**src/rtl/cs_pkg.sv**
```systemverilog
package cs_pkg;
  localparam int ADDR_W  = 24;
  localparam int REG_W   = 8;
  localparam int N_AREA  = 4;
  localparam int SEL_W   = 4;

  // how an area's mask byte maps onto address lines
  typedef enum logic [1:0] {
    KIND_GANG_A0 = 2'd0,  // individual 20..15, run 14..9, single 8
    KIND_GANG_A1 = 2'd1,  // individual 21..16, run 15..9, single 8
    KIND_UPPER   = 2'd2   // individual 22..15
  } mask_kind_e;

  function automatic mask_kind_e kind_of(input int idx);
    if (idx == 0) return KIND_GANG_A0;
    if (idx == 1) return KIND_GANG_A1;
    return KIND_UPPER;
  endfunction
endpackage

```
**src/rtl/cs_cfg_regs.sv**
```systemverilog
module cs_cfg_regs
  import cs_pkg::*;
#(
  parameter int NA  = N_AREA,
  parameter int RW  = REG_W,
  parameter int SW  = SEL_W,
  parameter int WHOLE_AREA = 2
) (
  input  logic                   clk,
  input  logic                   rst,
  input  logic                   we,
  input  logic [SW-1:0]          sel,
  input  logic [RW-1:0]          wdata,
  output logic [RW-1:0]          rdata,
  output logic [NA-1:0][RW-1:0]  start_o,
  output logic [NA-1:0][RW-1:0]  mask_o,
  output logic [NA-1:0]          en_o,
  output logic                   whole_mode_o
);
  localparam int CTRL_SEL = 2 * NA;
  localparam int CTRL_W   = NA + 1;
  localparam logic [CTRL_W-1:0] CTRL_RST = CTRL_W'(1) << WHOLE_AREA;

  logic [NA-1:0][RW-1:0] start_q, mask_q;
  logic [CTRL_W-1:0]     ctrl_q;
  logic [RW-1:0]         rd_mux, rdata_q;

  always_ff @(posedge clk) begin
    if (rst) begin
      start_q <= '1;
      mask_q  <= '1;
      ctrl_q  <= CTRL_RST;
    end else if (we) begin
      for (int i = 0; i < NA; i++) begin
        if (sel == SW'(i))      start_q[i] <= wdata;
        if (sel == SW'(NA + i)) mask_q[i]  <= wdata;
      end
      if (sel == SW'(CTRL_SEL)) ctrl_q <= wdata[CTRL_W-1:0];
    end
  end

  always_comb begin
    rd_mux = '0;
    for (int i = 0; i < NA; i++) begin
      if (sel == SW'(i))      rd_mux = start_q[i];
      if (sel == SW'(NA + i)) rd_mux = mask_q[i];
    end
    if (sel == SW'(CTRL_SEL)) rd_mux = RW'(ctrl_q);
  end

  always_ff @(posedge clk) begin
    if (rst) rdata_q <= '0;
    else     rdata_q <= rd_mux;
  end

  assign rdata        = rdata_q;
  assign start_o      = start_q;
  assign mask_o       = mask_q;
  assign en_o         = ctrl_q[NA-1:0];
  assign whole_mode_o = ~ctrl_q[NA];

  // a write to start register 0 is visible after the edge
  p_start_write_r10: assert property (@(posedge clk) disable iff (rst)
    (we && sel == SW'(0)) |=> (start_o[0] == $past(wdata)));

  // unmapped selects leave the enables alone
  p_unmapped_quiet_r10: assert property (@(posedge clk) disable iff (rst)
    (we && sel > SW'(CTRL_SEL)) |=> $stable(en_o));
endmodule

```
**src/rtl/cs_area_match.sv**
```systemverilog
module cs_area_match
  import cs_pkg::*;
#(
  parameter int         AW   = ADDR_W,
  parameter int         RW   = REG_W,
  parameter mask_kind_e KIND = KIND_UPPER
) (
  input  logic [AW-1:0] addr,
  input  logic [RW-1:0] start,
  input  logic [RW-1:0] mask,
  input  logic          en,
  input  logic          whole,
  output logic          hit
);
  localparam int START_LO = AW - RW;
  localparam int TOP_LINE = (KIND == KIND_GANG_A0) ? 20 :
                            (KIND == KIND_GANG_A1) ? 21 : 22;
  localparam int RUN_HI   = (KIND == KIND_GANG_A0) ? 14 : 15;
  localparam int RUN_LO   = 9;
  localparam int SOLO_LO  = 8;
  localparam int UP_LO    = 15;

  logic [AW-1:0] care;
  logic [AW-1:0] ref_addr;

  assign ref_addr = {start, {START_LO{1'b0}}};

  generate
    if (KIND == KIND_UPPER) begin : g_upper
      always_comb begin
        care = '0;
        for (int l = 0; l < AW; l++) begin
          if (l > TOP_LINE)   care[l] = 1'b1;
          else if (l >= UP_LO) care[l] = ~mask[l - UP_LO];
        end
      end
    end else begin : g_gang
      always_comb begin
        care = '0;
        for (int l = 0; l < AW; l++) begin
          if (l > TOP_LINE)      care[l] = 1'b1;
          else if (l > RUN_HI)   care[l] = ~mask[l - RUN_HI + 1];
          else if (l >= RUN_LO)  care[l] = ~mask[1];
          else if (l == SOLO_LO) care[l] = ~mask[0];
        end
      end
    end
  endgenerate

  assign hit = en & (whole | ~|((addr ^ ref_addr) & care));
endmodule

```
**src/rtl/cs_decoder.sv**
```systemverilog
module cs_decoder
  import cs_pkg::*;
#(
  parameter int AW = ADDR_W,
  parameter int RW = REG_W,
  parameter int NA = N_AREA,
  parameter int SW = SEL_W
) (
  input  logic          clk,
  input  logic          rst,
  input  logic          reg_we,
  input  logic [SW-1:0] reg_sel,
  input  logic [RW-1:0] reg_wdata,
  output logic [RW-1:0] reg_rdata,
  input  logic          bus_valid,
  input  logic [AW-1:0] bus_addr,
  output logic [NA-1:0] cs_o,
  output logic          dflt_o
);
  localparam int WHOLE_AREA = 2;

  logic [NA-1:0][RW-1:0] start_w, mask_w;
  logic [NA-1:0]         en_w, hit_w;
  logic                  whole_w;

  cs_cfg_regs #(.NA(NA), .RW(RW), .SW(SW), .WHOLE_AREA(WHOLE_AREA)) u_regs (
    .clk(clk), .rst(rst), .we(reg_we), .sel(reg_sel), .wdata(reg_wdata),
    .rdata(reg_rdata), .start_o(start_w), .mask_o(mask_w), .en_o(en_w),
    .whole_mode_o(whole_w)
  );

  for (genvar i = 0; i < NA; i++) begin : g_area
    cs_area_match #(.AW(AW), .RW(RW), .KIND(kind_of(i))) u_match (
      .addr(bus_addr), .start(start_w[i]), .mask(mask_w[i]), .en(en_w[i]),
      .whole((i == WHOLE_AREA) ? whole_w : 1'b0), .hit(hit_w[i])
    );

    // a disabled area stays quiet
    p_disabled_quiet_r9: assert property (@(posedge clk) disable iff (rst)
      !en_w[i] |-> !cs_o[i]);
  end

  always_comb begin
    logic taken;
    taken = 1'b0;
    cs_o  = '0;
    for (int i = 0; i < NA; i++) begin
      cs_o[i] = bus_valid & hit_w[i] & ~taken;
      taken   = taken | hit_w[i];
    end
    dflt_o = bus_valid & ~taken;
  end

  // at most one chip-select at a time
  p_cs_onehot_r9: assert property (@(posedge clk) disable iff (rst)
    $onehot0(cs_o));

  // a valid cycle has exactly one outcome
  p_one_outcome_r8: assert property (@(posedge clk) disable iff (rst)
    bus_valid |-> ($countones({cs_o, dflt_o}) == 1));

  // nothing asserts outside a bus cycle
  p_idle_quiet_r3: assert property (@(posedge clk) disable iff (rst)
    !bus_valid |-> (cs_o == '0 && !dflt_o));

  // whole-space mode makes area 2 match anything
  p_area2_whole_r2: assert property (@(posedge clk) disable iff (rst)
    (en_w[WHOLE_AREA] && whole_w) |-> hit_w[WHOLE_AREA]);
endmodule

```
**config.mk**
```make
export PLATFORM = sky130hd
export DESIGN_NAME = cs_decoder
export DESIGN_NICKNAME = d
export VERILOG_FILES = /design/src/rtl/cs_pkg.sv /design/src/rtl/cs_cfg_regs.sv /design/src/rtl/cs_area_match.sv /design/src/rtl/cs_decoder.sv
export SDC_FILE = /design/constraint.sdc
export NUM_CORES = 1
export LEC_CHECK = 0
export BUFFER_PORTS_ARGS = -buffer_cell sky130_fd_sc_hd__buf_2
export CORE_MARGIN = 2
export CORE_UTILIZATION = 58
export CTS_CLUSTER_DIAMETER = 150
export DETAILED_ROUTE_END_ITERATION = 8
export PLACE_DENSITY = 0.81
export SKIP_CTS_REPAIR_TIMING = 1
export SLEW_MARGIN = 20
export SYNTH_ARGS = -nofsm -noshare
export SYNTH_HDL_FRONTEND = slang
export SYNTH_SLANG_ARGS = --single-unit
```
**constraint.sdc**
```tcl
create_clock -name clk -period 1.8 [get_ports clk]
set_input_delay 0.09 -clock clk [delete_from_list [all_inputs] [get_ports clk]]
set_output_delay 0.09 -clock clk [all_outputs]
set_load 0.03 [all_outputs]
```
==> results of run 1 <==
## power by group
| group | internal, W | total (W) | switching, W | leakage, nW |
|---|---|---|---|---|
| sequential | 0.00175 | 0.00178 | 0.0000346 | 0.620 |
| combinational | 0.000223 | 0.000529 | 0.000306 | 1.29 |
| clock | 0.000606 | 0.00120 | 0.000592 | 0.0926 |
## final cells by class
cell class | count | share of cell area, %
multi-input combinational | 363 | 50.6
sequential | 77 | 32.5
timing repair buffer | 78 | 10.4
clock buffer | 14 | 3.58
tap | 96 | 2.49
inverter | 4 | 0.311
clock inverter | 1 | 0.104
## cell usage after synthesis (all sizes together) (10+ instances only)
cell and n:
o22ai 15, a211o 24, nand2 98, nor2b 32
nand3b 41, xnor2 30, a21oi 13, buf 18
clkbuf 22, mux2i 10, o21ai 11, nor2 26
dfxtp 77
## cell families (layout without fill, tap and decap cells)
family | after synthesis | after routing | share of synthesized area (%)
AND/OR/NAND/NOR | 230 | 230 | 29.6
AO/OA/AOI/OAI | 86 | 86 | 14.8
flip-flops | 77 | 77 | 37.7
buffers and inverters | 44 | 97 | 5.54
XOR/XNOR | 32 | 32 | 7.41
multiplexers | 15 | 15 | 4.93
## sequential cells by signal (all words and copies together) (netlist names)
signal,cells
u_regs.ctrl_q,5
u_regs.mask_o,32
u_regs.rdata,8
u_regs.start_o,32
## metal layers
layer / vias to the layer above / GRT usage (%) / wire length, um
li1: 1761 / - / -
met1: 1801 / 40.8 / 4700
met2: 224 / 50.1 / 5510
met3: 50 / 7.35 / 1080
met4: 0 / 13.4 / 486
met5: - / 0 / 0
## per-stage QoR
stage | utilization (%) | std cells | total power [W] | setup slack (ns) | setup TNS [ns]
6_report | 71.0 | 633 | 0.00351 | -0.312 | -1.17
3_3_place_gp | 66.0 | 617 | 0.00231 | -0.0188 | -0.0295
5_1_grt | 71.0 | 633 | 0.00363 | -0.417 | -1.56
2_1_floorplan | - | 484 | 0.00216 | -0.0482 | -0.0482
3_5_place_dp | 66.0 | 617 | 0.00231 | -0.0499 | -0.0877
4_1_cts | 68.6 | 632 | 0.00348 | -0.423 | -1.61
## placed cells by master, fill, tap and decap left out, types with 5 or more instances in the layout
cell / count
a211o_1: 24
a21oi_1: 13
a31oi_1: 5
buf_2: 39
buf_4: 36
clkbuf_8: 12
dfxtp_1: 60
dfxtp_2: 15
mux2i_1: 10
nand2_1: 97
nand3_1: 8
nand3b_1: 41
nor2_1: 23
nor2b_1: 31
o21ai_0: 10
o22ai_1: 12
xnor2_1: 18
xnor2_2: 12
## critical path, delay by kind of cell (launching register included)
family                    cells  cell delay, ns
AOI/OAI and AO/OA             2            0.26
xor gates and xnor gates      1            0.14
buffers and inverters         1            0.16
DFF                           1            0.34
and+or+nand+nor               2            0.76
## path summary, 6_finish.rpt
check,endpoint,slack (ns),depth (start not counted)
min,u_regs.start_o[21],0.08,3
max,cs_o[2],-0.31,6
min reg2reg,u_regs.mask_o[1],0.49,2
max reg2reg,u_regs.rdata[3],0.15,6
==> results.toml, run 1 <==
[placed_design]
place_congestion = 0.950
io_buffers = 44
placed_cell_area_um2 = 4490
dp_hpwl_um = 8390

[floorplanning]
fp.coreArea_um2 = 6790
die_x_um = 88.0
fp.dieH_um = 88.0
initial_core_util_pct = 60.2
ios = 53
core.rowCount = 30
die_area_um2 = 7740

[timing]
timing.final.crit_share_pct = 117
tightest_slew_ns = 0.601
period_needed_ns = 2.11
finalMaxSlewViolations = 0
fin_skew_ns = 0.00762
final_hold_viol_count = 0
fmax_ghz = 0.474
setup_viol = 4
rsz0062_at_grt = "yes"
holdWs_ns = 0.0807
layout_setup_ws_ns = -0.312
max-slew-margin-rel_pct = 59.8

[synthesis]
synth-seq-cells = 77
yosysUniqueCellTypes = 48
async_flop_share_pct = 0
synthFlopType = "dfxtp_1"
synth.area.top_cells = "dfxtp_1 (38%), nand2_1 (8.9%), nand3b_1 (7.5%)"
avgSynthCellArea_um2 = 8.45
synth_seq_area_share_pct = 37.7
syn-cell-area_um2 = 4090
syn-num-nets = 524
synth_top_area_share_pct = 37.7
synth_edf_count = 0
yosys_warnings = 0
synth_area_leader_cell = "dfxtp_1"
netlist_instances = 484

[final_layout]
regArea_um2 = 1570
design_area_um2 = 4820
syn_to_final_growth_pct = 17.9
nets = 573
multi_input_area_um2 = 2440
diodes = 0
fill_cells = 537
post_route_cells_drive_above_1_share_pct = 27.0

[cts]
cts_max_path_buffers = 2
cts.htree.levels = 3
cts_tree = "done"
numCtsBuffers = 9
cts_root_buffer = "clkbuf_8"
clock_sinks = 77
clkTransAtPathRegs_ns = 0.07
worstSkewPairLatency_ns = 0.35

[global_routing]
grt_max_degree = 32
grt_pass1_wl_um = 18100
grt_pass1_vias = 3566
antenna_found_initial = 0
track_usage_pct = 31.4
overflow = 0

[status]
outcome = "finished with violations"
violations = "setup timing"

[detailed_routing]
wl_um = 11800
via_per_inst = 6.06
ant_nets = 0
first_pass_iters = 8
wire_per_inst_um = 18.6
drt_iter0_drc = 375
vias = 3836
drc = 0

[power_and_ir_drop]
peakVddDrop_mv = 0.606
p_per_area_nw_per_um2 = 728
cellLeakagePower_nw = 2.01

[critical_path]
slowest_delay_ns = 0.55
end_kind = "output pin"
crit_path_start = "u_regs.start_o[21]"
cp_slowest_cell = "or4_4"
crit_chain = "xnor2_2, o22ai_2, or4_4, a21boi_2, nor3b_4, buf_6"
crit_path_start_kind = "register"
crit_required_ns = 1.71
critPathMaxFanout = 2
r2r-start = "u_regs.start_o[11]"
path_class = "register to output pin"
cp.arrival_ns = 2.02

[worst_hold_path]
hp-start = "reg_wdata[5]"
hold_class = "input port to register"

[job]
max-cap-violations = 0
No activity file was read; power rests on OpenSTA's default activity.
==> inputs of run 2 (changes only) <==
Settings changed: CORE_UTILIZATION 58 to 62, PLACE_DENSITY 0.81 to 0.86.
Clock period 1.8 ns to 2.5 ns, I/O delays scaled along.
==> run 2 against run 1 <==
Net effect:
- the flow now finishes without violations
- clock-buffer cell count decreased by 4
- flip-flop and latch count stayed put
- wire length down 2.8%
- sequential power is 28% lower
- core utilization is 0.63 points lower
- clock skew decreased by 0.0010 ns
- power fell by 24%
- largest cell class unchanged
==> results.toml, run 2 (synthesis gave the netlist of run 1 again) <==
[floorplanning]
die_x_um = 85.2
core.rowCount = 29
fp.coreArea_um2 = 6350
die_area_um2 = 7260
ios = 53
fp.dieH_um = 85.2
initial_core_util_pct = 64.4

[timing]
period_needed_ns = 2.34
layout_setup_ws_ns = 0.159
fin_tns_setup_ns = 0
final_hold_viol_count = 0
max-slew-margin-rel_pct = 51.6
setup_viol = 0
rsz0062_at_grt = "no"
timing.final.crit_share_pct = 93.7
fmax_ghz = 0.427
tightest_slew_ns = 0.726
finalMaxSlewViolations = 0
fin_skew_ns = 0.00657

[power_and_ir_drop]
clkPwrFrac_pct = 38.9
p_per_area_nw_per_um2 = 597
switchingPower_w = 0.000691
peakVddDrop_mv = 0.368
p_seq_share_pct = 48.2
p_sw_share_pct = 25.9
p_total_w = 0.00266
intPower_w = 0.00197
pwr-share-comb_pct = 12.9
cellLeakagePower_nw = 1.84

[detailed_routing]
ant_nets = 0
first_pass_iters = 6
via_per_inst = 6.38
vias = 3750
drc = 0
drt_iter0_drc = 389
wire_per_inst_um = 19.5
wl_um = 11400

[cts]
cts_tree = "done"
cts_max_path_buffers = 2
clkTransAtPathRegs_ns = 0.08
cts.htree.levels = 3
cts_root_buffer = "clkbuf_8"
clock_sinks = 77
worstSkewPairLatency_ns = 0.36
numCtsBuffers = 9

[placed_design]
io_buffers = 44
placed_cell_area_um2 = 4250
place_congestion = 0.945
dp_slack_ns = 0.555
dp_hpwl_um = 7990

[critical_path]
cp_slowest_cell = "or4_4"
slowest_delay_ns = 0.56
crit_chain = "xnor2_2, o22ai_1, or4_4, nor3_4, nor2b_1, buf_2"
crit_path_start_kind = "register"
cp.arrival_ns = 2.22
path_class = "register to output pin"
end_kind = "output pin"
critPathMaxFanout = 4
crit_required_ns = 2.38

[worst_hold_path]
hold_class = "input port to register"

[final_layout]
post_route_cells_drive_above_1_share_pct = 16.8
postLayoutCoreUtil_pct = 70.3
nets = 547
syn_to_final_growth_pct = 9.24
most-common-layout-cells = "nand2_1 (97), dfxtp_1 (77), buf_2 (44)"
design_area_um2 = 4470
layout_commonest_cell = "nand2_1"
diodes = 0

[global_routing]
grt_max_degree = 52
antenna_found_initial = 0
grt_pass1_vias = 3536
overflow = 0
track_usage_pct = 32.6
grt_pass1_wl_um = 18200

[job]
max-cap-violations = 0

[status]
outcome = "finished clean"
==> run 2: changes by cell type in the layout (fill, tap and decap cells not counted), sizes merged <==
| cell | previous run | this run |
|---|---|---|
| bufinv | 0 | 2 |
| clkinv | 1 | 3 |
| buf | 78 | 52 |
| clkbuf | 14 | 10 |
==> run 2: layout make-up <==
type,count,area (um^2)
clock buffer,10,138
tap,77,96.3
sequential,77,1540
clock inverter,5,75.1
timing repair buffer,52,280
fill,474,1880
inverter,4,15.0
multi-input combinational,363,2320
==> run 2: metal layers <==
metal	wire length (um)	share of wire, %	vias to the layer above	global-route usage, %
met5	0	0	-	0
met4	437	3.8	0	15.2
li1	-	-	1713	-
met3	1260	11	42	6.91
met1	4490	39	1769	42.6
met2	5240	46	226	51.6
==> run 2: critical path, delay by kind of cell (launching register included) <==
family / cells / cell delay [ns]
AO/OA/AOI/OAI: 1 / 0.13
XOR/XNOR: 1 / 0.14
buffers and inverters: 1 / 0.20
flip-flops: 1 / 0.43
AND/OR/NAND/NOR: 3 / 0.95
==> run 2: path summary, 6_finish.rpt <==
path	to	from	depth (start not counted)	slack [ns]
worst max-delay path	cs_o[1]	u_regs.start_o[11]	6	0.16
worst min-delay path	u_regs.start_o[5]	reg_wdata[5]	3	0.11
worst max register to register	u_regs.rdata[3]	u_regs.start_o[11]	5	0.97
worst min register to register	u_regs.mask_o[0]	u_regs.mask_o[0]	2	0.50
==> run 2: per-stage QoR <==
| stage | cells | hold slack (ns) |
|---|---|---|
| global placement | 573 | 0.474 |
| finish | 588 | 0.114 |
| floorplan | 484 | 0.411 |
| global route | 588 | 0.144 |
| detailed placement | 573 | 0.481 |
| CTS | 588 | 0.112 |
==> run 2: power groups by stage <==
stage / Clock (W) / Sequential [W] / Combinational, W
2_1_floorplan: 0 / 0.00132 / 0.000232
5_1_grt: 0.00107 / 0.00129 / 0.000367
4_1_cts: 0.00104 / 0.00128 / 0.000336
6_report: 0.00104 / 0.00128 / 0.000344
3_5_place_dp: 0 / 0.00131 / 0.000333
3_3_place_gp: 0 / 0.00131 / 0.000328
